--- src/rtl/int_div_cc.sv ---
module int_div_cc #(
  parameter int DW = 32,
  parameter int RW = 3,
  parameter bit REDUCED = 1'b0
) (
  input  logic          clk_i,
  input  logic          rst_ni,
  input  logic          start_i,
  input  logic [1:0]    size_i,
  input  logic          signed_i,
  input  logic [DW-1:0] dq_i,
  input  logic [DW-1:0] dr_i,
  input  logic [DW-1:0] dvs_i,
  input  logic [RW-1:0] qsel_i,
  input  logic [RW-1:0] rsel_i,
  input  logic          n_i,
  input  logic          z_i,
  input  logic          v_i,
  output logic          busy_o,
  output logic          done_o,
  output logic          dz_o,
  output logic          n_o,
  output logic          z_o,
  output logic          v_o,
  output logic          c_o,
  output logic          qwe_o,
  output logic [RW-1:0] qsel_o,
  output logic [DW-1:0] qdat_o,
  output logic          rwe_o,
  output logic [RW-1:0] rsel_o,
  output logic [DW-1:0] rdat_o
);
  localparam int HW = DW / 2;
  localparam int XW = 2 * DW;
  localparam int CW = $clog2(XW + 1);
  localparam logic [XW-1:0] ONE = XW'(1);
  localparam logic [CW-1:0] ITER_S = CW'(DW);
  localparam logic [CW-1:0] ITER_X = CW'(XW);

  typedef enum logic [1:0] {IDLE, RUN, FIN} st_t;
  st_t st;

  logic [XW-1:0] quo;
  logic [DW-1:0] rem, dvs;
  logic [CW-1:0] cnt;
  logic [1:0]    sz;
  logic          sgn, qneg, rneg, zdiv, n_h, z_h, v_h;
  logic [RW-1:0] qs, rs;

  logic [XW-1:0] a_ext, a_mag, a_aln;
  logic [DW-1:0] d_ext, d_mag;
  logic          a_neg, d_neg;

  always_comb begin
    if (size_i[1]) a_ext = {dr_i, dq_i};
    else           a_ext = {{DW{signed_i & dq_i[DW-1]}}, dq_i};
    a_neg = signed_i & a_ext[XW-1];
    a_mag = a_neg ? -a_ext : a_ext;
    a_aln = size_i[1] ? a_mag : {a_mag[DW-1:0], {DW{1'b0}}};
    if (size_i == 2'b00) d_ext = {{HW{signed_i & dvs_i[HW-1]}}, dvs_i[HW-1:0]};
    else                 d_ext = dvs_i;
    d_neg = signed_i & d_ext[DW-1];
    d_mag = d_neg ? -d_ext : d_ext;
  end

  logic [DW+1:0] diff;
  logic          ge;
  assign diff = {1'b0, rem, quo[XW-1]} - {2'b00, dvs};
  assign ge   = ~diff[DW+1];

  logic [XW-1:0] q_s, half, lim;
  logic [DW-1:0] r_s;
  logic          ovf, wmode;
  assign wmode = (sz == 2'b00);
  assign q_s   = qneg ? -quo : quo;
  assign r_s   = rneg ? -rem : rem;
  assign half  = wmode ? (ONE << (HW - 1)) : (ONE << (DW - 1));
  assign lim   = !sgn ? ((half << 1) - ONE) : (qneg ? half : half - ONE);
  assign ovf   = quo > lim;

  assign busy_o = (st != IDLE);
  assign qsel_o = qs;
  assign rsel_o = rs;

  always_ff @(posedge clk_i or negedge rst_ni) begin
    if (!rst_ni) begin
      st <= IDLE;
      quo <= '0; rem <= '0; dvs <= '0; cnt <= '0;
      sz <= '0; sgn <= 1'b0; qneg <= 1'b0; rneg <= 1'b0; zdiv <= 1'b0;
      n_h <= 1'b0; z_h <= 1'b0; v_h <= 1'b0; qs <= '0; rs <= '0;
      done_o <= 1'b0; dz_o <= 1'b0; n_o <= 1'b0; z_o <= 1'b0; v_o <= 1'b0; c_o <= 1'b0;
      qwe_o <= 1'b0; rwe_o <= 1'b0; qdat_o <= '0; rdat_o <= '0;
    end else begin
      done_o <= 1'b0;
      qwe_o  <= 1'b0;
      rwe_o  <= 1'b0;
      unique case (st)
        IDLE: if (start_i) begin
          sz <= size_i; sgn <= signed_i; qs <= qsel_i; rs <= rsel_i;
          n_h <= n_i; z_h <= z_i; v_h <= v_i;
          qneg <= a_neg ^ d_neg;
          rneg <= a_neg;
          dvs  <= d_mag;
          quo  <= a_aln;
          rem  <= '0;
          cnt  <= size_i[1] ? ITER_X : ITER_S;
          zdiv <= (d_ext == '0);
          st   <= (d_ext == '0) ? FIN : RUN;
        end
        RUN: begin
          rem <= ge ? diff[DW-1:0] : {rem[DW-2:0], quo[XW-1]};
          quo <= {quo[XW-2:0], ge};
          cnt <= cnt - CW'(1);
          if (cnt == CW'(1)) st <= FIN;
        end
        FIN: begin
          st     <= IDLE;
          done_o <= 1'b1;
          c_o    <= 1'b0;
          dz_o   <= zdiv;
          if (zdiv) begin
            n_o <= n_h; z_o <= z_h; v_o <= v_h;
          end else if (ovf) begin
            n_o <= n_h; z_o <= 1'b0; v_o <= 1'b1;
          end else if (wmode) begin
            n_o    <= q_s[HW-1];
            z_o    <= (q_s[HW-1:0] == '0);
            v_o    <= 1'b0;
            qdat_o <= {r_s[HW-1:0], q_s[HW-1:0]};
            qwe_o  <= 1'b1;
          end else begin
            n_o    <= q_s[DW-1];
            z_o    <= (q_s[DW-1:0] == '0);
            v_o    <= 1'b0;
            qdat_o <= q_s[DW-1:0];
            rdat_o <= r_s;
            if (REDUCED && sz == 2'b01) begin
              qwe_o <= (qs == rs);
              rwe_o <= (qs != rs);
            end else begin
              qwe_o <= 1'b1;
              rwe_o <= (qs != rs);
            end
          end
        end
        default: st <= IDLE;
      endcase
    end
  end
endmodule

--- config.mk ---
export PLATFORM = sky130hd
export DESIGN_NAME = int_div_cc
export DESIGN_NICKNAME = d
export VERILOG_FILES = /design/src/rtl/int_div_cc.sv
export SDC_FILE = /design/constraint.sdc
export NUM_CORES = 1
export LEC_CHECK = 0
export ABC_AREA = 0
export BUFFER_PORTS_ARGS = -buffer_cell sky130_fd_sc_hd__buf_2
export CORE_MARGIN = 3
export CORE_UTILIZATION = 66
export CTS_BUF_LIST = sky130_fd_sc_hd__clkbuf_8
export DETAILED_ROUTE_END_ITERATION = 7
export MAX_ROUTING_LAYER = met4
export PLACE_DENSITY = 0.89
export SYNTH_ARGS = -nofsm -noshare
export SYNTH_HDL_FRONTEND = slang
export SYNTH_SLANG_ARGS = --single-unit
--- constraint.sdc ---
create_clock -name clk_i -period 6.3 [get_ports clk_i]
set_clock_uncertainty 0.1 [all_clocks]
set_input_delay 1.26 -clock clk_i [delete_from_list [all_inputs] [get_ports clk_i]]
set_output_delay 1.26 -clock clk_i [all_outputs]
set_load 0.1 [all_outputs]
# --- After elaboration in Yosys (flattened, before gate mapping) ---
# Index checks and enable logic that the tools add are counted.
totals:
  n_memories: 0
  ram_bits: 0
  rom_bits: 0
  latch_bits: 0
  regBits: 223
classes:
  div_mod_pow: 0
  addsub: 8
  eq_ne: 6
  muxes: 39
  shift: 0
  n_mul: 0
  n_lt_le_gt_ge: 1
  n_reduce_logical: 13
  bitwise: 9
op_table:
  columns: ["cell", "n"]
  rows:
  - ["2-to-1 mux 64 bit", 6]
  - ["2-to-1 mux 32 bit", 8]
  - ["one-hot mux 64 bit (2 select lines)", 1]
  - ["negation 32 bit", 3]
  - ["> comparator 64 bit", 1]
  - ["logical NOT 32 bit", 2]
  - ["negation 64 bit", 1]
  - ["one-hot mux 32 bit (2 select lines)", 1]
  - ["subtractor 33 x 1 -> 34 bit, second input constant", 1]
  - ["subtractor 33 x 32 -> 34 bit", 1]
  - ["subtractor 32 x 1 -> 33 bit, second input constant", 1]
  - ["logical NOT 16 bit", 1]
  - ["2-to-1 mux 1 bit", 16]
  - ["2-to-1 mux 7 bit", 2]
  - ["one-hot mux 7 bit (2 select lines)", 1]
  - ["equality test 7 x 1 -> 1 bit, second input constant", 1]
  - ["subtractor 7 x 1 -> 7 bit, second input constant", 1]
  - ["logical NOT 2 bit", 3]
  - ["2-to-1 mux 2 bit", 3]
  - ["AND reduction 2 bit", 3]
  - ["AND 1 bit", 4]
  - ["!= test 2 bit, second input constant", 2]
  - ["inverter 1 bit", 4]
  - ["one-hot mux 2 bit (2 select lines)", 1]
  - ["other kinds (7)", 8]

# --- Logic depth before layout (Yosys ltp) ---
depth:
  word_depth: 9
  ltp_mapped: 16
  ltp_nobuf: 13

# --- Worst setup path after synthesis ---
# OpenSTA, ideal clock, no wires.
synth_timing:
  path_type: "input port to flip-flop"
  start: "input port dq_i[12]"
  end: "register quo[55]"
  cell_stages: 9
  path_buffers: 0
  t_arrival_ps: 3786
  t_required_ps: 6059
  setup_slack_ps: 2273
  setup_ps: 141
  path_cell_list: "or4_4 > or4b_4 > or3_4 > a211oi_4 > and2b_4 > nand4_4 > nor3_2 > mux2i_1 > o211ai_2"
synth_between:
  elab_chain_len: 6
synth_rtl:
  columns: ["item", "line_no", "text"]
  rows:
  - ["start, declared", "11", "input logic [DW-1:0] dq_i,"]
  - ["2-to-1 mux 64 bit", "55", "if (size_i[1]) a_ext = {dr_i, dq_i};"]
  - ["negation 64 bit", "58", "a_mag = a_neg ? -a_ext : a_ext;"]
  - ["2-to-1 mux 64 bit", "58", null]
  - ["2-to-1 mux 64 bit", "59", "a_aln = size_i[1] ? a_mag : {a_mag[DW-1:0], {DW{1'b0}}};"]
  - ["2-to-1 mux 64 bit", "98", "IDLE: if (start_i) begin"]
  - ["one-hot mux 64 bit (2 select lines)", "97", "unique case (st)"]
  - ["end signal, assigned", "104", "quo <= a_aln;"]
  - ["end signal, assigned", "112", "quo <= {quo[XW-2:0], ge};"]
  - ["end, declared", "43", "logic [XW-1:0] quo;"]
# Every way passes these cells. The select of a mux whose other input is x is not followed.
# A chain may end at the register's enable or synchronous reset.

# --- Final worst setup path ---
layout_timing:
  start: "register qneg"
  end: "register qdat_o[15]"
layout_between:
  elab_chain_len: 5
  elab_cells_between_ends: 7
layout_rtl:
  columns: ["item", "line_no", "text"]
  rows:
  - ["start, declared", "47", "logic sgn, qneg, rneg, zdiv, n_h, z_h, v_h;"]
  - ["start signal, assigned", "101", "qneg <= a_neg ^ d_neg;"]
  - ["2-to-1 mux 64 bit (2 in a row)", "78", "assign lim = !sgn ? ((half << 1) - ONE) : (qneg ? half : half - ONE);"]
  - ["> comparator 64 bit", "79", "assign ovf = quo > lim;"]
  - ["inverter 1 bit (no source line)", null, null]
  - ["AND reduction 3 bit (no source line)", null, null]
  - ["end signal, assigned", "129", "qdat_o <= {r_s[HW-1:0], q_s[HW-1:0]};"]
  - ["end signal, assigned", "135", "qdat_o <= q_s[DW-1:0];"]
  - ["end, declared", "28", "output logic [DW-1:0] qdat_o,"]
# Several ways; a longest one is shown, not always the timed one.

==> metrics.yaml <==
io_pins: 190
clockBufferDepth: 3
post-route-period-util_pct: 70.14
max_freq_ghz: 0.2263
leakagePower_uw: 0.007992
clkTransAtPathRegs_ps: 60
cts_buffers: 36
worstMarginPinSlew_ps: 1097
syn_nets: 2076
yosysSeqAreaShare_pct: 35.15
cts_resized: 0
core.rowCount: 56
status: "finished, violations left"
stdcell_count: 2367
wl_per_cell_um: 18.98
antenna_found_initial: 0
wl_met2_mm: 19.62
cts_sinks: 223
pwr-share-seq_pct: 29.8
p_per_area_nw_per_um2: 514.0
critical-path-max-stage-delay_ps: 650
grt_max_degree: 129
cts_hold_buffers: 0
dp.cells: 2307
die_area_um2: 25950
synth_ff_type: "dfrtp_1"
p_int_uw: 4656
globalplace.congestion: 0.9951
num_vias: 15192
p_sw_share_pct: 48.52
maxCapViolCount: 0
viasPerCell: 6.418
synth_async_sr_flop_share_pct: 100.0
grt_usage_pct: 35.26
finalSetupTns_ps: 0
firstDrtPassIters: 8
finalHoldViolations: 0
arrival_ps: 4720
p_switching_uw: 4388
root_buffer: "clkbuf_8"
antenna_left: 0
clkPwrFrac_pct: 14.9
setup_viol: 0
synth_area_um2: 15880
combPwrFrac_pct: 55.4
crit_fanout: 45
critPathTopFamily: "simple AND/OR/NAND/NOR gates"
syn-instance-count: 1905
drt-met1-wl_mm: 19.57
critPathKind: "flop to flop"
grt_first_pass_wirelength_mm: 73.44
drc: 5
drtIter0Drc: 1802
htreeDepth: 2
start_util_pct: 67.44
dr_wl_met3_mm: 4.525
area_delta_synth_final_pct: 10.82
crit_path_top_delay_cell: "nor3_4"
hold_class: "flop to flop"
drive_above_1_share_pct: 16.26
violations: "design-rule violations"
start_kind: "flop"
grt_pass1_vias: 14053
synth_seq_cells: 223
vdd_drop_max_mv: 0.2897
endpoint_kind: "flop"
drt-total-wl_mm: 44.93
top_layer_used: "met4"
syn_area_per_cell_um2: 8.335
clkLatencyLatePin_ps: 530
max_slew_margin_pct: 26.84
crit_path_cell_trace: "buf_4, clkinv_1, ha_1, and2_1, ha_1, nand3_1, or3_1, nor3_1, a22oi_1, nor3_4, buf_4, mux2_2"
final_net_count: 2197
rsz0062_at_grt: "false"
tritoncts: "done"
fin_crit_ps: 4419
die_w_um: 161.1
crit_buf_inv: 3
yosysWarningCount: 0
overflow: 0
io_buffers: 188
dp_hpwl_mm: 33.49
synth.distinct_cells: 86
antenna_cells: 0
slew_violations: 0
core_area_um2: 23540
synth_edf_count: 0
cts_setup_buffers: 0
required_ps: 6600
die_h_um: 161.1
-- area by class of cell --
| type | instances | area [µm²] |
|---|---|---|
| Clock buffer | 44 | 605.6 |
| Multi-Input combinational cell | 1497 | 9539 |
| Sequential cell | 223 | 5580 |
| Timing Repair Buffer | 204 | 1071 |
| Clock inverter | 16 | 160.2 |
| Tap cell | 319 | 399.1 |
| Fill cell | 1790 | 5947 |
| Inverter | 64 | 240.2 |
-- layer usage --
layer | up-vias | GRT usage (%)
li1 | 7093 | -
met1 | 7132 | 51.56
met2 | 852 | 51.62
met3 | 115 | 5.463
met4 | 0 | 9.425
met5 | - | -
-- cell usage after synthesis, types with 5 or more instances --
master / number / area (µm²)
nand2_1: 250 / 938.4
dfrtp_1: 223 / 5580
o21ai_0: 177 / 885.9
a21oi_1: 160 / 800.8
nor2_1: 142 / 533.0
clkbuf_1: 95 / 356.6
xnor2_1: 83 / 727.0
xor2_1: 78 / 683.2
inv_1: 63 / 236.5
ha_1: 59 / 738.2
a22oi_1: 50 / 375.4
o31ai_1: 38 / 285.3
mux2_2: 36 / 405.4
nor3_1: 34 / 170.2
nor4_1: 34 / 212.7
nand3_1: 33 / 165.2
mux2i_1: 21 / 210.2
or3_1: 20 / 125.1
o41ai_1: 19 / 166.4
or4_1: 18 / 135.1
a211oi_1: 14 / 105.1
nand2b_1: 14 / 87.58
nand4_1: 14 / 87.58
nor2b_1: 14 / 87.58
o21a_1: 14 / 105.1
a21o_1: 13 / 97.59
and3_1: 12 / 75.07
a31oi_1: 11 / 68.82
buf_2: 9 / 45.04
o221ai_1: 9 / 78.83
o21ai_1: 8 / 40.04
or2_2: 8 / 50.05
buf_1: 7 / 26.28
a22o_1: 6 / 52.55
and2_1: 6 / 37.54
clkbuf_8: 6 / 82.58
o22ai_1: 6 / 37.54
o31a_1: 6 / 52.55
a222oi_1: 5 / 50.05
a32oi_1: 5 / 43.79
nor3b_1: 5 / 37.54
-- cells by family after synthesis --
logic type      synth area share (%)
flops                          35.15
mux                            4.161
xor+xnor                       8.881
other cells                  0.02362
fa+ha+maj                      4.775
buf+inv                        4.988
compound gates                 22.81
simple gates                   19.21
-- final timing paths --
path	depth (start not counted)	endpoint	slack, ps	start
setup / recovery	12	qdat_o[15]	1880	qneg
hold / removal	1	qdat_o[17]	380	qdat_o[17]
setup reg to reg	12	qdat_o[15]	1880	qneg
hold reg to reg	1	qdat_o[17]	380	qdat_o[17]
max in group asynchronous	2	qdat_o[7]	4160	rst_ni
min in group asynchronous	1	rdat_o[5]	690	rst_ni
-- state kept, by name, summed over array words and instances, names as in the netlist, 2 cells and up --
name	cells
sz	2
rdat_o	32
dvs	32
cnt	7
qsel_o	3
st	2
quo	64
qdat_o	32
rem	32
rsel_o	3
-- metrics by stage --
| step | power (µW) | instance area [µm²] | hold slack (ps) | worst slack (ps) | utilization, % |
|---|---|---|---|---|---|
| floorplan | 6321 | 15880 | 337.9 | 2273 | - |
| global placement | 7333 | 16830 | 359.2 | 1955 | 71.49 |
| detailed placement | 7547 | 16830 | 370.8 | 1860 | 71.49 |
| CTS | 8922 | 17600 | 384.6 | 1910 | 74.74 |
| global route | 9741 | 17600 | 398.7 | 1575 | 74.74 |
| finish | 9045 | 17600 | 383.2 | 1881 | 74.74 |
-- cells in the final DEF, fill, tap and decap left out, types with 7 or more instances in the layout --
cell type / instances
ha_1: 59
clkbuf_8: 44
a211oi_1: 14
a21o_1: 13
nor2_1: 141
xor2_1: 78
buf_2: 187
a21oi_1: 160
or4_1: 18
a22oi_1: 50
a31oi_1: 11
o21ai_0: 177
xnor2_1: 83
mux2_2: 36
nor4_1: 33
nand2_1: 249
mux2i_1: 21
inv_1: 70
o21a_1: 14
nand3_1: 33
o221ai_1: 9
nor2b_1: 13
nor3_1: 34
o31ai_1: 38
o41ai_1: 19
and3_1: 12
nand2b_1: 14
o21ai_1: 7
dfrtp_1: 223
buf_4: 16
or2_2: 8
nand4_1: 14
or3_1: 20
-- power groups by stage --
stage	clock network, µW	logic (µW)	registers (µW)
floorplan	0	3860	2460
global placement	0	4700	2640
detailed placement	0	4880	2670
CTS	1350	4920	2650
global route	1420	5560	2760
finish	1340	5010	2690
Power figures use the tool's default switching activity.
